$ cat src/rtl/clkdiv_pkg.sv
package clkdiv_pkg;

    parameter int PRE_W = 5;
    parameter int MND_W = 8;

    typedef logic [PRE_W-1:0] pre_t;
    typedef logic [PRE_W:0]   len_t;
    typedef logic [MND_W-1:0] mnd_t;

    // configuration as written by the register block
    typedef struct packed {
        pre_t pre;
        logic mode;
        mnd_t m;
        mnd_t n_enc;
        mnd_t d_enc;
    } raw_cfg_t;

    // decoded working configuration
    typedef struct packed {
        len_t len;
        logic mn_on;
        mnd_t m;
        mnd_t n;
        mnd_t d_half;
        logic dual;
    } act_cfg_t;

    function automatic len_t pre_len(input pre_t p);
        len_t r;
        if (p == '0) r = len_t'(2);
        else         r = {1'b0, p} + len_t'(1);
        return r;
    endfunction

    function automatic mnd_t decode_n(input mnd_t m, input mnd_t n_enc);
        return (~n_enc) + m;
    endfunction

    function automatic mnd_t decode_d(input mnd_t d_enc);
        return ~d_enc;
    endfunction

endpackage

$ cat src/rtl/clkdiv_decode.sv
module clkdiv_decode
    import clkdiv_pkg::*;
#(
    parameter bit HAS_MND = 1'b1
) (
    input  raw_cfg_t raw,
    output act_cfg_t act
);

    generate
        if (HAS_MND) begin : g_mnd
            mnd_t n_dec;
            mnd_t d_dec;
            always_comb begin
                n_dec      = decode_n(raw.m, raw.n_enc);
                d_dec      = decode_d(raw.d_enc);
                act.len    = pre_len(raw.pre);
                act.m      = raw.m;
                act.n      = n_dec;
                act.d_half = d_dec >> 1;
                act.mn_on  = raw.mode && (n_dec != '0);
                act.dual   = (n_dec != '0) && (raw.m != n_dec);
            end
        end else begin : g_nomnd
            always_comb begin
                act.len    = pre_len(raw.pre);
                act.m      = '0;
                act.n      = '0;
                act.d_half = '0;
                act.mn_on  = 1'b0;
                act.dual   = 1'b0;
            end
        end
    endgenerate

endmodule

$ cat src/rtl/clkdiv_prediv.sv
module clkdiv_prediv
    import clkdiv_pkg::*;
(
    input  logic clk,
    input  logic rst,
    input  logic restart,
    input  len_t len,
    output logic tick,
    output logic phase_hi
);

    len_t pcnt;
    len_t hi_len;

    assign hi_len   = (len + len_t'(1)) >> 1;
    assign tick     = (pcnt == len - len_t'(1));
    assign phase_hi = (pcnt < hi_len);

    always_ff @(posedge clk) begin
        if (rst || restart) pcnt <= '0;
        else if (tick)      pcnt <= '0;
        else                pcnt <= pcnt + len_t'(1);
    end


    phase_bound_chk: assert property (@(posedge clk) disable iff (rst)
        pcnt < len);

endmodule

$ cat src/rtl/clkdiv_mnacc.sv
module clkdiv_mnacc
    import clkdiv_pkg::*;
(
    input  logic clk,
    input  logic rst,
    input  logic restart,
    input  logic step,
    input  mnd_t m,
    input  mnd_t n,
    input  mnd_t d_half,
    output logic wrap,
    output logic duty
);

    mnd_t acc;
    logic [MND_W:0] sum;
    logic reach;

    assign sum   = {1'b0, acc} + {1'b0, m};
    assign reach = (sum >= {1'b0, n});
    assign wrap  = step && reach;
    assign duty  = (acc < d_half);

    always_ff @(posedge clk) begin
        if (rst || restart)
            acc <= '0;
        else if (step)
            acc <= reach ? mnd_t'(sum - {1'b0, n}) : mnd_t'(sum);
    end


    acc_range_chk: assert property (@(posedge clk) disable iff (rst)
        (n != '0 && m <= n && !$past(restart)) |-> acc < n);

endmodule

$ cat src/rtl/clkdiv_root.sv
module clkdiv_root
    import clkdiv_pkg::*;
#(
    parameter bit HAS_MND = 1'b1
) (
    input  logic             clk,
    input  logic             rst,
    input  logic             load_i,
    input  logic [PRE_W-1:0] pre_i,
    input  logic             mode_i,
    input  logic [MND_W-1:0] m_i,
    input  logic [MND_W-1:0] n_i,
    input  logic [MND_W-1:0] d_i,
    output logic             en_o,
    output logic             duty_o,
    output logic             dual_o
);

    raw_cfg_t raw_q;
    act_cfg_t act;
    logic     pre_tick;
    logic     pre_hi;
    logic     mn_wrap;
    logic     mn_duty;

    always_ff @(posedge clk) begin
        if (rst) begin
            raw_q.pre   <= '0;
            raw_q.mode  <= 1'b0;
            raw_q.m     <= '0;
            raw_q.n_enc <= '1;
            raw_q.d_enc <= '1;
        end else if (load_i) begin
            raw_q.pre   <= pre_i;
            raw_q.mode  <= mode_i;
            raw_q.m     <= m_i;
            raw_q.n_enc <= n_i;
            raw_q.d_enc <= d_i;
        end
    end

    clkdiv_decode #(.HAS_MND(HAS_MND)) u_dec (
        .raw (raw_q),
        .act (act)
    );

    clkdiv_prediv u_pre (
        .clk      (clk),
        .rst      (rst),
        .restart  (load_i),
        .len      (act.len),
        .tick     (pre_tick),
        .phase_hi (pre_hi)
    );

    clkdiv_mnacc u_mn (
        .clk     (clk),
        .rst     (rst),
        .restart (load_i),
        .step    (pre_tick),
        .m       (act.m),
        .n       (act.n),
        .d_half  (act.d_half),
        .wrap    (mn_wrap),
        .duty    (mn_duty)
    );

    always_ff @(posedge clk) begin
        if (rst || load_i) en_o <= 1'b0;
        else               en_o <= act.mn_on ? mn_wrap : pre_tick;
    end

    assign duty_o = act.mn_on ? mn_duty : pre_hi;
    assign dual_o = act.dual;


    no_back_to_back_chk: assert property (@(posedge clk) disable iff (rst)
        en_o |=> !en_o);


    load_quiet_chk: assert property (@(posedge clk) disable iff (rst)
        load_i |=> !en_o);


    en_from_tick_chk: assert property (@(posedge clk) disable iff (rst)
        en_o |-> $past(pre_tick));

endmodule

$ cat config.mk
export PLATFORM = sky130hd
export DESIGN_NAME = clkdiv_root
export DESIGN_NICKNAME = d
export VERILOG_FILES = /design/src/rtl/clkdiv_pkg.sv /design/src/rtl/clkdiv_decode.sv /design/src/rtl/clkdiv_prediv.sv /design/src/rtl/clkdiv_mnacc.sv /design/src/rtl/clkdiv_root.sv
export SDC_FILE = /design/constraint.sdc
export NUM_CORES = 1
export LEC_CHECK = 0
export ABC_AREA = 1
export CORE_AREA = 10 10 94 96
export DETAILED_ROUTE_END_ITERATION = 6
export DIE_AREA = 0 0 104 106
export GPL_ROUTABILITY_DRIVEN = 0
export PLACE_DENSITY = 0.76
export REMOVE_ABC_BUFFERS = 1
export SYNTH_ARGS = -nofsm -noshare
export SYNTH_HDL_FRONTEND = slang
export SYNTH_SLANG_ARGS = --single-unit
$ cat constraint.sdc
create_clock -name clk -period 3 [get_ports clk]
set_clock_uncertainty 0.05 [all_clocks]
set_input_delay 0.3 -clock clk [delete_from_list [all_inputs] [get_ports clk]]
set_output_delay 0.3 -clock clk [all_outputs]
set_load 0.005 [all_outputs]
==> reports/qor.log <==
INFO  status         run_status=finished, final reports clean
INFO  drt            via_count=3858
INFO  clock_network  tritoncts_buffer_count=5
INFO  synthesis      number_of_storage_elements_in_the_synthesis_netlist=44
INFO  placed_design  detailed_place_hpwl=7.65mm
INFO  worst_hold_path min-delay-start=raw_q[3]$_SDFFE_PP1P_
INFO  clock_network  cts_hold_buf=0
INFO  grt            gr-usage-all-layers=17.7%
INFO  critical_path  data_arrival_time_at_the_worst_slack_endpoint=2.51ns
INFO  final_layout   area_growth_syn_to_layout=27.2%
INFO  worst_hold_path worstHoldPathType=flop to flop
INFO  synthesis      synth_area_leader_cell=sky130_fd_sc_hd__dfxtp_1
INFO  worst_hold_path worst_hold_path.endpoint=raw_q[3]$_SDFFE_PP1P_
INFO  grt            grt_start_max_net_pins=29
INFO  critical_path  largest_driver_fanout_on_the_critical_path=4
INFO  grt            antenna_found_initial=0
INFO  drt            drt.antenna.violating_nets=0
INFO  timing         fin_crit=2.86ns
INFO  clock_network  cts-root-buf=sky130_fd_sc_hd__clkbuf_8
INFO  critical_path  worst_r2r_path_depth=19
INFO  clock_network  clk_path_buf_depth=2
INFO  synthesis      post_synth_main_area_contributors=sky130_fd_sc_hd__dfxtp_1 23%, sky130_fd_sc_hd__nand2_1 15%, sky130_fd_sc_hd__ha_1 13%, sky130_fd_sc_hd__nand3_1 9.2%, sky130_fd_sc_hd__inv_1 7.6%
INFO  synthesis      sequential_element_share_of_the_synthesized_area=23.5%
INFO  final_layout   stdcell_count=741
INFO  synthesis      cells_after_synthesis=576
INFO  floorplanning  placeable_area=7060um2
INFO  critical_path  crit_path_start_kind=flop
INFO  drt            routed_wire_length_per_instance=13.3um
INFO  floorplanning  dieHeight=106um
INFO  final_layout   regArea=896um2
INFO  timing         timing.final.hold_violations=0
INFO  critical_path  regToRegSetupSlack=0.17ns
INFO  timing         finalMaxSlewViolations=0
INFO  grt            globalRoute.totalOverflow=0
INFO  synthesis      synthesized_cell_area=3750um2
INFO  floorplanning  die_width=104um
INFO  final_layout   fin_util=67.6%
INFO  drt            number_of_vias_per_cell_after_detailed_routing=5.21
INFO  placed_design  dpl_cells=726
INFO  critical_path  crit-reg2reg-capture=u_mn.acc[5]$_SDFFE_PP0P_
INFO  placed_design  placed_cell_area=4370um2
INFO  timing         timing.fmax=0.349GHz
INFO  timing         timing_worst_slew_pin_value=1.30ns
INFO  floorplanning  die-area=11000um2
INFO  placed_design  place.port_buffers=34
INFO  clock_network  cts.htree.levels=2
INFO  timing         final.period_utilization=95.5%
INFO  clock_network  numClockSinks=44
INFO  floorplanning  num_rows=31
INFO  synthesis      synth.distinct_cells=30
INFO  timing         slew_headroom=13.1%
INFO  critical_path  r2r-start=raw_q[8]$_SDFFE_PP1P_
INFO  floorplanning  design.portCount=36
INFO  synthesis      synth-warning-count=0
INFO  final_layout   multiInputGateArea=2750um2
INFO  synthesis      synthDominantCellAreaShare=23.5%
INFO  final_layout   n_fill_cell=621
INFO  grt            grt_pass1_wl=17.0mm
INFO  clock_network  tritoncts_clock_tree=done
INFO  worst_hold_path number_of_stages_on_the_worst_hold_path=2
INFO  grt            grt_pass1_vias=3879
INFO  final_layout   finish.net_count=715
INFO  floorplanning  floorplan.initialDensity=53.2%
INFO  timing         timing.final.setup_violations=0
INFO  drt            drtIter0Drc=211
INFO  power          total_leakage_power=2.36nW
INFO  run            max_cap_violations=0
INFO  synthesis      syn_area_per_cell=6.52um2
INFO  critical_path  criticalPathCategory=flop to output pin
INFO  final_layout   post-route-cell-area=4770um2
INFO  drt            totalWireLength=9.82mm
INFO  critical_path  worst_setup_path_end_kind=output pin
INFO  critical_path  timing.critical_path.required=2.65ns
INFO  clock_network  clock_latency=0.31ns
INFO  drt            firstDrtPassIters=5
INFO  drt            drcViolationCount=0
INFO  clock_network  worst_setup_hold_path_clk_slew=0.10ns
INFO  final_layout   share_of_final_layout_standard_cells_stronger_than_drive_strength_1=18.7%
INFO  final_layout   antennaDiodeCount=0
INFO  power          power_density_over_cell_area=427nW/um2
INFO  power          ir_worst_vdd=298uV
layout make-up:
cell class | count | share of cell area [%]
Multi-Input combinational cell | 443 | 57.6
Sequential cell | 44 | 18.8
Timing Repair Buffer | 68 | 12.4
Inverter | 79 | 6.21
Tap cell | 99 | 2.59
Clock buffer | 5 | 1.44
Clock inverter | 3 | 0.970
Yosys cell counts:
library cell                 n
sky130_fd_sc_hd__a21o_1      2
sky130_fd_sc_hd__a21oi_1    27
sky130_fd_sc_hd__a21oi_2     1
sky130_fd_sc_hd__buf_2       1
sky130_fd_sc_hd__buf_6       1
sky130_fd_sc_hd__clkbuf_1    8
sky130_fd_sc_hd__clkinv_1    1
sky130_fd_sc_hd__dfxtp_1    44
sky130_fd_sc_hd__fa_1        3
sky130_fd_sc_hd__ha_1       38
sky130_fd_sc_hd__inv_1      76
sky130_fd_sc_hd__inv_2       2
sky130_fd_sc_hd__nand2_1   154
sky130_fd_sc_hd__nand2_2     8
sky130_fd_sc_hd__nand2_4     4
sky130_fd_sc_hd__nand3_1    69
sky130_fd_sc_hd__nand3_2     2
sky130_fd_sc_hd__nand3_4     1
sky130_fd_sc_hd__nand3b_1    6
sky130_fd_sc_hd__nand4_1    23
sky130_fd_sc_hd__nor2_1     42
sky130_fd_sc_hd__nor2_2      8
sky130_fd_sc_hd__nor2_4      4
sky130_fd_sc_hd__nor3_1      4
sky130_fd_sc_hd__o21ai_0    24
sky130_fd_sc_hd__o21ai_2     1
sky130_fd_sc_hd__o21bai_1    1
sky130_fd_sc_hd__or2_2       1
sky130_fd_sc_hd__xnor2_1     8
sky130_fd_sc_hd__xor2_1     12
flip-flops by register name, summed over array words and instances, names as in the netlist:
name and count:
raw_q 29, en_o 1, u_pre.pcnt 6, u_mn.acc 8
power breakdown:
part,internal [mW],switching (mW)
Sequential,0.619,0.0369
Combinational,0.398,0.498
Clock,0.251,0.234
Total,1.27,0.769
what timing repair did:
| item | CTS | global route |
|---|---|---|
| resized for setup | 12 | 50 |
| endpoints found under the hold margin | 0 | 0 |
| buffers inserted | 0 | 7 |
| endpoints found under the setup margin | 7 | 10 |
| pin swaps | 2 | 18 |
cells by family after synthesis:
group                    Yosys count  synth area share (%)
buffers and inverters             89                  9.13
AND/OR/NAND/NOR                  326                  40.6
XOR/XNOR                          20                  4.67
flip-flops                        44                  23.5
AO/OA/AOI/OAI                     56                  7.87
adder cells (fa/ha/maj)           41                  14.3
layer usage:
metal	global-route usage, %	part of all wire (%)	vias to the layer above
met5	0	0	-
met4	5.07	2.3	0
met3	2.60	3.2	20
met2	31.8	50	73
met1	21.4	45	1762
li1	-	-	2003
cells in the final DEF, fill, tap and decap left out, types with 2 or more instances in the layout:
cell,synthesis,routed
sky130_fd_sc_hd__a21o_1,2,2
sky130_fd_sc_hd__a21oi_1,27,24
sky130_fd_sc_hd__a21oi_2,1,3
sky130_fd_sc_hd__buf_4,0,33
sky130_fd_sc_hd__clkbuf_8,0,5
sky130_fd_sc_hd__clkdlybuf4s50_1,0,32
sky130_fd_sc_hd__dfxtp_1,44,34
sky130_fd_sc_hd__dfxtp_2,0,9
sky130_fd_sc_hd__fa_2,0,2
sky130_fd_sc_hd__ha_1,38,23
sky130_fd_sc_hd__ha_2,0,6
sky130_fd_sc_hd__ha_4,0,9
sky130_fd_sc_hd__inv_1,76,71
sky130_fd_sc_hd__inv_2,2,7
sky130_fd_sc_hd__nand2_1,154,149
sky130_fd_sc_hd__nand2_2,8,12
sky130_fd_sc_hd__nand2_4,4,5
sky130_fd_sc_hd__nand3_1,69,68
sky130_fd_sc_hd__nand3_2,2,2
sky130_fd_sc_hd__nand3_4,1,2
sky130_fd_sc_hd__nand3b_1,6,6
sky130_fd_sc_hd__nand4_1,23,23
sky130_fd_sc_hd__nor2_1,42,41
sky130_fd_sc_hd__nor2_2,8,8
sky130_fd_sc_hd__nor2_4,4,5
sky130_fd_sc_hd__nor3_1,4,3
sky130_fd_sc_hd__o21ai_0,24,24
sky130_fd_sc_hd__xnor2_1,8,7
sky130_fd_sc_hd__xor2_1,12,11
metrics by stage:
step | setup WS (ns) | power [mW] | hold WS (ns) | TNS [ns]
5_1_grt | -0.0520 | 2.18 | 0.446 | -0.0976
3_3_place_gp | 0.0188 | 1.44 | 0.396 | 0
2_1_floorplan | 0.261 | 1.19 | 0.350 | 0
4_1_cts | 0.0105 | 1.94 | 0.425 | 0
3_5_place_dp | -0.0152 | 1.46 | 0.401 | -0.0152
6_report | 0.135 | 2.04 | 0.427 | 0
worst max path at each step:
stage                           start                       end  slack (ns)  cells after the start
2_1_floorplan  raw_q[16]$_SDFFE_PP0P_  u_mn.acc[6]$_SDFFE_PP0P_        0.26                     17
3_3_place_gp   raw_q[26]$_SDFFE_PP0P_                    duty_o        0.02                     17
3_5_place_dp   raw_q[26]$_SDFFE_PP0P_                    duty_o       -0.02                     17
4_1_cts        raw_q[25]$_SDFFE_PP0P_                    duty_o        0.01                     16
5_1_grt         raw_q[8]$_SDFFE_PP1P_  u_mn.acc[5]$_SDFFE_PP0P_       -0.05                     19
6_report       raw_q[25]$_SDFFE_PP0P_                    duty_o        0.14                     17
critical path: stages, from the launching register on:
cell and delay (ns):
sky130_fd_sc_hd__dfxtp_2 0.33, sky130_fd_sc_hd__inv_2 0.07, sky130_fd_sc_hd__ha_4 0.13, sky130_fd_sc_hd__inv_2 0.03, sky130_fd_sc_hd__nor2_4 0.11, sky130_fd_sc_hd__nand2_4 0.08, sky130_fd_sc_hd__nand2_2 0.07, sky130_fd_sc_hd__inv_1 0.04
sky130_fd_sc_hd__ha_2 0.19, sky130_fd_sc_hd__xor2_1 0.14, sky130_fd_sc_hd__ha_1 0.29, sky130_fd_sc_hd__a21o_1 0.17, sky130_fd_sc_hd__a21oi_2 0.14, sky130_fd_sc_hd__o21bai_1 0.09, sky130_fd_sc_hd__nand2_1 0.07, sky130_fd_sc_hd__nand3_1 0.08
sky130_fd_sc_hd__nand2_1 0.08, sky130_fd_sc_hd__buf_2 0.11
Power figures use the tool's default switching activity.
